==> config.mk <==
export PLATFORM = sky130hd
export DESIGN_NAME = mc_prg_mapper
export DESIGN_NICKNAME = d
export VERILOG_FILES = /design/src/rtl/mc_map_pkg.sv /design/src/rtl/mc_map_decode.sv /design/src/rtl/mc_map_regs.sv /design/src/rtl/mc_map_window.sv /design/src/rtl/mc_map_mirror.sv /design/src/rtl/mc_prg_mapper.sv
export SDC_FILE = /design/constraint.sdc
export NUM_CORES = 1
export LEC_CHECK = 0
export BUFFER_PORTS_ARGS = -buffer_cell sky130_fd_sc_hd__buf_2
export CAP_MARGIN = 5
export CORE_UTILIZATION = 36
export CTS_CLUSTER_SIZE = 8
export DETAILED_ROUTE_END_ITERATION = 6
export MAX_ROUTING_LAYER = met4
export PLACE_DENSITY_LB_ADDON = 0.08
export SKIP_CTS_REPAIR_TIMING = 1
export SLEW_MARGIN = 20
export SYNTH_ARGS = -nofsm -noshare
export SYNTH_HDL_FRONTEND = slang
export SYNTH_SLANG_ARGS = --single-unit
==> constraint.sdc <==
create_clock -name clk -period 0.9 [get_ports clk]
set_clock_uncertainty 0.05 [all_clocks]
set_input_delay 0 -clock clk [delete_from_list [all_inputs] [get_ports clk]]
set_output_delay 0 -clock clk [all_outputs]
set_load 0.02 [all_outputs]
==> src/rtl/mc_map_pkg.sv <==
package mc_map_pkg;

    localparam int PG_LO_W = 5;
    localparam int PAGE_W  = PG_LO_W + 2;
    localparam int REG_W   = 8;

    localparam int BIT_MODE = 5;
    localparam int BIT_MIRR = 6;

    typedef enum logic {
        MIRR_HORIZ = 1'b0,
        MIRR_VERT  = 1'b1
    } mirr_e;

    typedef enum logic {
        WIN_PAIR   = 1'b0,
        WIN_SINGLE = 1'b1
    } win_mode_e;

    typedef struct packed {
        logic [PG_LO_W-1:0] pg_lo;
        win_mode_e          mode;
        mirr_e              mirr;
        logic               pg_hi;
        logic               tog;
    } map_state_t;

endpackage

==> src/rtl/mc_map_decode.sv <==
module mc_map_decode #(
    parameter int ADDR_W = 16
) (
    input  logic [ADDR_W-1:0] cpu_addr,
    input  logic              cpu_wr,
    input  logic              rom_sel,
    output logic              wr_en,
    output logic              wr_hi
);
    localparam int TOP_BIT = ADDR_W - 1;

    always_comb begin
        wr_en = cpu_wr && rom_sel && cpu_addr[TOP_BIT];
        wr_hi = cpu_addr[0];
    end
endmodule

==> src/rtl/mc_map_regs.sv <==
module mc_map_regs
    import mc_map_pkg::*;
#(
    parameter int DATA_W = 8
) (
    input  logic              clk,
    input  logic              rst_n,
    input  logic              soft_rst,
    input  logic              wr_en,
    input  logic              wr_hi,
    input  logic [DATA_W-1:0] wr_data,
    output map_state_t        st_q
);
    map_state_t st_d;

    always_comb begin
        st_d = st_q;
        if (soft_rst) begin
            st_d     = '0;
            st_d.tog = ~st_q.tog;
        end else if (wr_en) begin
            if (wr_hi) begin
                st_d.pg_hi = wr_data[0];
            end else begin
                st_d.pg_lo = wr_data[PG_LO_W-1:0];
                st_d.mode  = win_mode_e'(wr_data[BIT_MODE]);
                st_d.mirr  = mirr_e'(wr_data[BIT_MIRR]);
            end
        end
    end

    always_ff @(posedge clk or negedge rst_n) begin
        if (!rst_n) begin
            st_q <= '0;
        end else begin
            st_q <= st_d;
        end
    end
endmodule

==> src/rtl/mc_map_window.sv <==
module mc_map_window
    import mc_map_pkg::*;
#(
    parameter int N_WIN = 2
) (
    input  map_state_t        st,
    input  logic              win_sel,
    output logic [PAGE_W-1:0] page,
    output logic [PAGE_W-1:0] win_page [N_WIN],
    output logic [PAGE_W-1:0] bank
);
    always_comb begin
        page = {st.pg_hi, st.tog, st.pg_lo};
    end

    for (genvar w = 0; w < N_WIN; w++) begin : g_win
        always_comb begin
            if (st.mode == WIN_SINGLE) begin
                win_page[w] = page;
            end else begin
                win_page[w] = {page[PAGE_W-1:1], 1'(w)};
            end
        end
    end

    always_comb begin
        bank = win_page[win_sel];
    end
endmodule

==> src/rtl/mc_map_mirror.sv <==
module mc_map_mirror
    import mc_map_pkg::*;
(
    input  mirr_e mirr,
    input  logic  ppu_a10,
    input  logic  ppu_a11,
    output logic  nt_a10
);
    always_comb begin
        unique case (mirr)
            MIRR_VERT:  nt_a10 = ppu_a10;
            default:    nt_a10 = ppu_a11;
        endcase
    end
endmodule

==> src/rtl/mc_prg_mapper.sv <==
module mc_prg_mapper
    import mc_map_pkg::*;
#(
    parameter int ADDR_W = 16,
    parameter int DATA_W = 8,
    parameter int OFF_W  = 14
) (
    input  logic                       clk,
    input  logic                       rst_n,
    input  logic                       soft_rst,
    input  logic [ADDR_W-1:0]          cpu_addr,
    input  logic [DATA_W-1:0]          cpu_data,
    input  logic                       cpu_wr,
    input  logic                       rom_sel,
    input  logic                       ppu_a10,
    input  logic                       ppu_a11,
    output logic [PAGE_W+OFF_W-1:0]    prg_addr,
    output logic                       ciram_a10
);
    localparam int N_WIN = 2;

    logic              wr_en;
    logic              wr_hi;
    map_state_t        st_q;
    logic [PAGE_W-1:0] page;
    logic [PAGE_W-1:0] win_page [N_WIN];
    logic [PAGE_W-1:0] bank;

    mc_map_decode #(.ADDR_W(ADDR_W)) u_dec (
        .cpu_addr (cpu_addr),
        .cpu_wr   (cpu_wr),
        .rom_sel  (rom_sel),
        .wr_en    (wr_en),
        .wr_hi    (wr_hi)
    );

    mc_map_regs #(.DATA_W(DATA_W)) u_regs (
        .clk      (clk),
        .rst_n    (rst_n),
        .soft_rst (soft_rst),
        .wr_en    (wr_en),
        .wr_hi    (wr_hi),
        .wr_data  (cpu_data),
        .st_q     (st_q)
    );

    mc_map_window #(.N_WIN(N_WIN)) u_win (
        .st       (st_q),
        .win_sel  (cpu_addr[OFF_W]),
        .page     (page),
        .win_page (win_page),
        .bank     (bank)
    );

    mc_map_mirror u_mirr (
        .mirr     (st_q.mirr),
        .ppu_a10  (ppu_a10),
        .ppu_a11  (ppu_a11),
        .nt_a10   (ciram_a10)
    );

    always_comb begin
        prg_addr = {bank, cpu_addr[OFF_W-1:0]};
    end
endmodule

==> results.json <==
{
  "cts_made_buffers": 3,
  "largest_register": "u_regs.st_q",
  "drc": 0,
  "whs_endpoint": "u_regs.st_q[1]$_DFFE_PN0P_",
  "critPathLaunchType": "register",
  "comb_power_share_pct": 29.3,
  "track_usage_pct": 10.7,
  "pwr_density_cell_nw_per_um2": 1250,
  "relSlewSlack_pct": 83.6,
  "timing.hold.ws_ns": -0.0165,
  "multi_input_area_um2": 229,
  "power_frac_clock_pct": 28.5,
  "p_switching_w": 0.000314,
  "fin_crit_sh_pct": 128,
  "nets": 121,
  "pre_cts_ws_ns": 0.0363,
  "p_sw_share_pct": 29.2,
  "p_leak_nw": 0.425,
  "p_seq_share_pct": 42.2,
  "clock-sinks": 9,
  "fmax_ghz": 0.869,
  "fillers": 135,
  "cp.required_ns": 0.85,
  "die_w_um": 43.3,
  "worst_pin_slew_ns": 0.245,
  "die_h_um": 43.3,
  "io_buffer_count": 25,
  "fp-row-count": 14,
  "cp.arrival_ns": 1.10,
  "placed_cells": 80,
  "ir_worst_vdd_uv": 1020,
  "routedWlPerCell_um": 11.9,
  "worst_r2r_startpoint": "u_regs.st_q[3]$_DFFE_PN0P_",
  "area_growth_pct": 40.8,
  "cp_max_fo": 2,
  "p_int_w": 0.000763,
  "violations": "hold timing, setup timing",
  "ys_ff_latch": 9,
  "avgSynthCellArea_um2": 10.4,
  "synth_cells": 59,
  "grt-ovfl-total": 0,
  "worstSetupStartpoint": "u_regs.st_q[3]$_DFFE_PN0P_",
  "seq_area_um2": 225,
  "grt_pass1_wl_mm": 1.36,
  "vias": 456,
  "slowest_stage": "dfrtp_1",
  "path_cells": "mux2_4, buf_6",
  "antenna_found_initial": 0,
  "worstSkewPairLatency_ns": 0.25,
  "worstHoldPathType": "in -> reg",
  "grt_pass1_vias": 303,
  "pin_count": 53,
  "synth_area_um2": 613,
  "cts-root-buf": "clkbuf_4",
  "fin_crit_ns": 1.15,
  "worstSetupPathType": "reg -> out",
  "avgViaCountPerCell": 4.34,
  "drt_first_pass_iters": 4,
  "rsz0062_at_grt": "true",
  "worst_slack_ns": -0.250,
  "finalWirelength_mm": 1.25,
  "whs_path_depth": 3,
  "setup_viol": 2,
  "endpoint_kind": "output pin",
  "seq_area_frac_synth_pct": 36.7,
  "place_congestion": 0.613,
  "drive_gt1_share_pct": 36.0,
  "hold_viol": 1,
  "r2r-end": "u_regs.st_q[3]$_DFFE_PN0P_",
  "dp.final_hpwl_um": 700,
  "path_depth": 2,
  "status": "complete, but fails checks",
  "antenna_cells": 0,
  "drtAntennaViolNets": 0,
  "synth_nets": 90,
  "fin_cells": 105,
  "drt-initial-drc-count": 4,
  "path_clk_slew_ns": 0.06,
  "cts_tree": "built",
  "ff2ff_setup_slack_ns": 0.18,
  "largestRegisters": "u_regs.st_q: 9 flops",
  "start_util_pct": 39.8,
  "clk_path_buf_depth": 2,
  "report.final.slew_viol_count": 0,
  "dieArea_um2": 1870,
  "fin_tns_setup_ns": -0.498,
  "core-area_um2": 1540,
  "max_cap_viol_count": 0,
  "min_from": "rom_sel",
  "ys_warn_count": 0,
  "crit_family": "flip-flops",
  "mostFrequentLayoutCells": "23 x buf_2, 21 x dlygate4sd3_1, 15 x nand2b_1, 9 x dfrtp_1, 8 x mux2i_1",
  "cp_slowest_stage_delay_ns": 0.40,
  "reg2reg_depth": 2,
  "fin_total_pwr_w": 0.00108,
  "ys_types": 10,
  "h-tree-depth": 1,
  "grt_start_max_net_pins": 17,
  "layout_commonest_cell": "buf_2",
  "cp_num_buf_inv": 1,
  "largest_register_ffs": 9
}
[cell families (layout without fill, tap and decap cells)]
logic type                count (synthesis)  after routing  share of synthesized area, %
buffers and inverters                    22             52                          27.1
and+or+nand+nor                          17             17                          18.0
muxes                                    10             10                          16.7
DFF                                       9              9                          36.7
xor gates and xnor gates                  1              1                          1.43
[cell usage after synthesis]
| cell | count | share of area, % |
|---|---|---|
| and4b_1 | 1 | 1.6 |
| buf_2 | 1 | 0.82 |
| buf_4 | 20 | 24 |
| buf_6 | 1 | 1.8 |
| dfrtp_1 | 9 | 37 |
| mux2_2 | 2 | 3.7 |
| mux2i_1 | 8 | 13 |
| nand2b_1 | 15 | 15 |
| nand4_1 | 1 | 1.0 |
| xor2_1 | 1 | 1.4 |
[through the flow]
stage / area (um2) / hold WS, ns / utilization (%)
final: 863 / -0.0165 / 56.0
after global routing: 863 / 0.000153 / 56.0
after CTS: 633 / -0.465 / 41.1
after detailed placement: 607 / -0.185 / 39.4
after global placement: 607 / -0.184 / 39.4
after floorplan: 613 / -0.346 / -
[layer usage]
layer	wire (um)	GRT usage [%]	vias up
met5	0	-	-
met4	6	3.03	0
met3	84	6.81	2
met2	694	16.7	23
met1	462	11.1	199
li1	-	-	232
[how the worst max path moves through the flow]
stage	endpoint	slack, ns
2_1_floorplan	ciram_a10	0.14
3_3_place_gp	prg_addr[14]	0.04
3_5_place_dp	ciram_a10	0.04
4_1_cts	prg_addr[14]	-0.27
5_1_grt	prg_addr[14]	-0.27
6_report	prg_addr[14]	-0.25
[worst register-to-register path, stage by stage, from the launching register on]
cell and delay [ns]:
dfrtp_1 0.38, nand2b_1 0.06, mux2i_1 0.14
[power by group through the flow]
| stage | logic [W] | clock network, W | registers (W) |
|---|---|---|---|
| 2_1_floorplan | 0.000233 | 0 | 0.000459 |
| 5_1_grt | 0.000335 | 0.000333 | 0.000457 |
| 4_1_cts | 0.000191 | 0.000322 | 0.000454 |
| 3_3_place_gp | 0.000189 | 0 | 0.000460 |
| 3_5_place_dp | 0.000188 | 0 | 0.000461 |
| 6_report | 0.000316 | 0.000307 | 0.000455 |
[final cells by class]
class                           count  area share, %
Timing Repair Buffer               48           42.0
Multi-Input combinational cell     28           26.5
Sequential cell                     9           26.1
Clock buffer                        4           3.04
Tap cell                           16           2.32
Power figures use the tool's default switching activity.
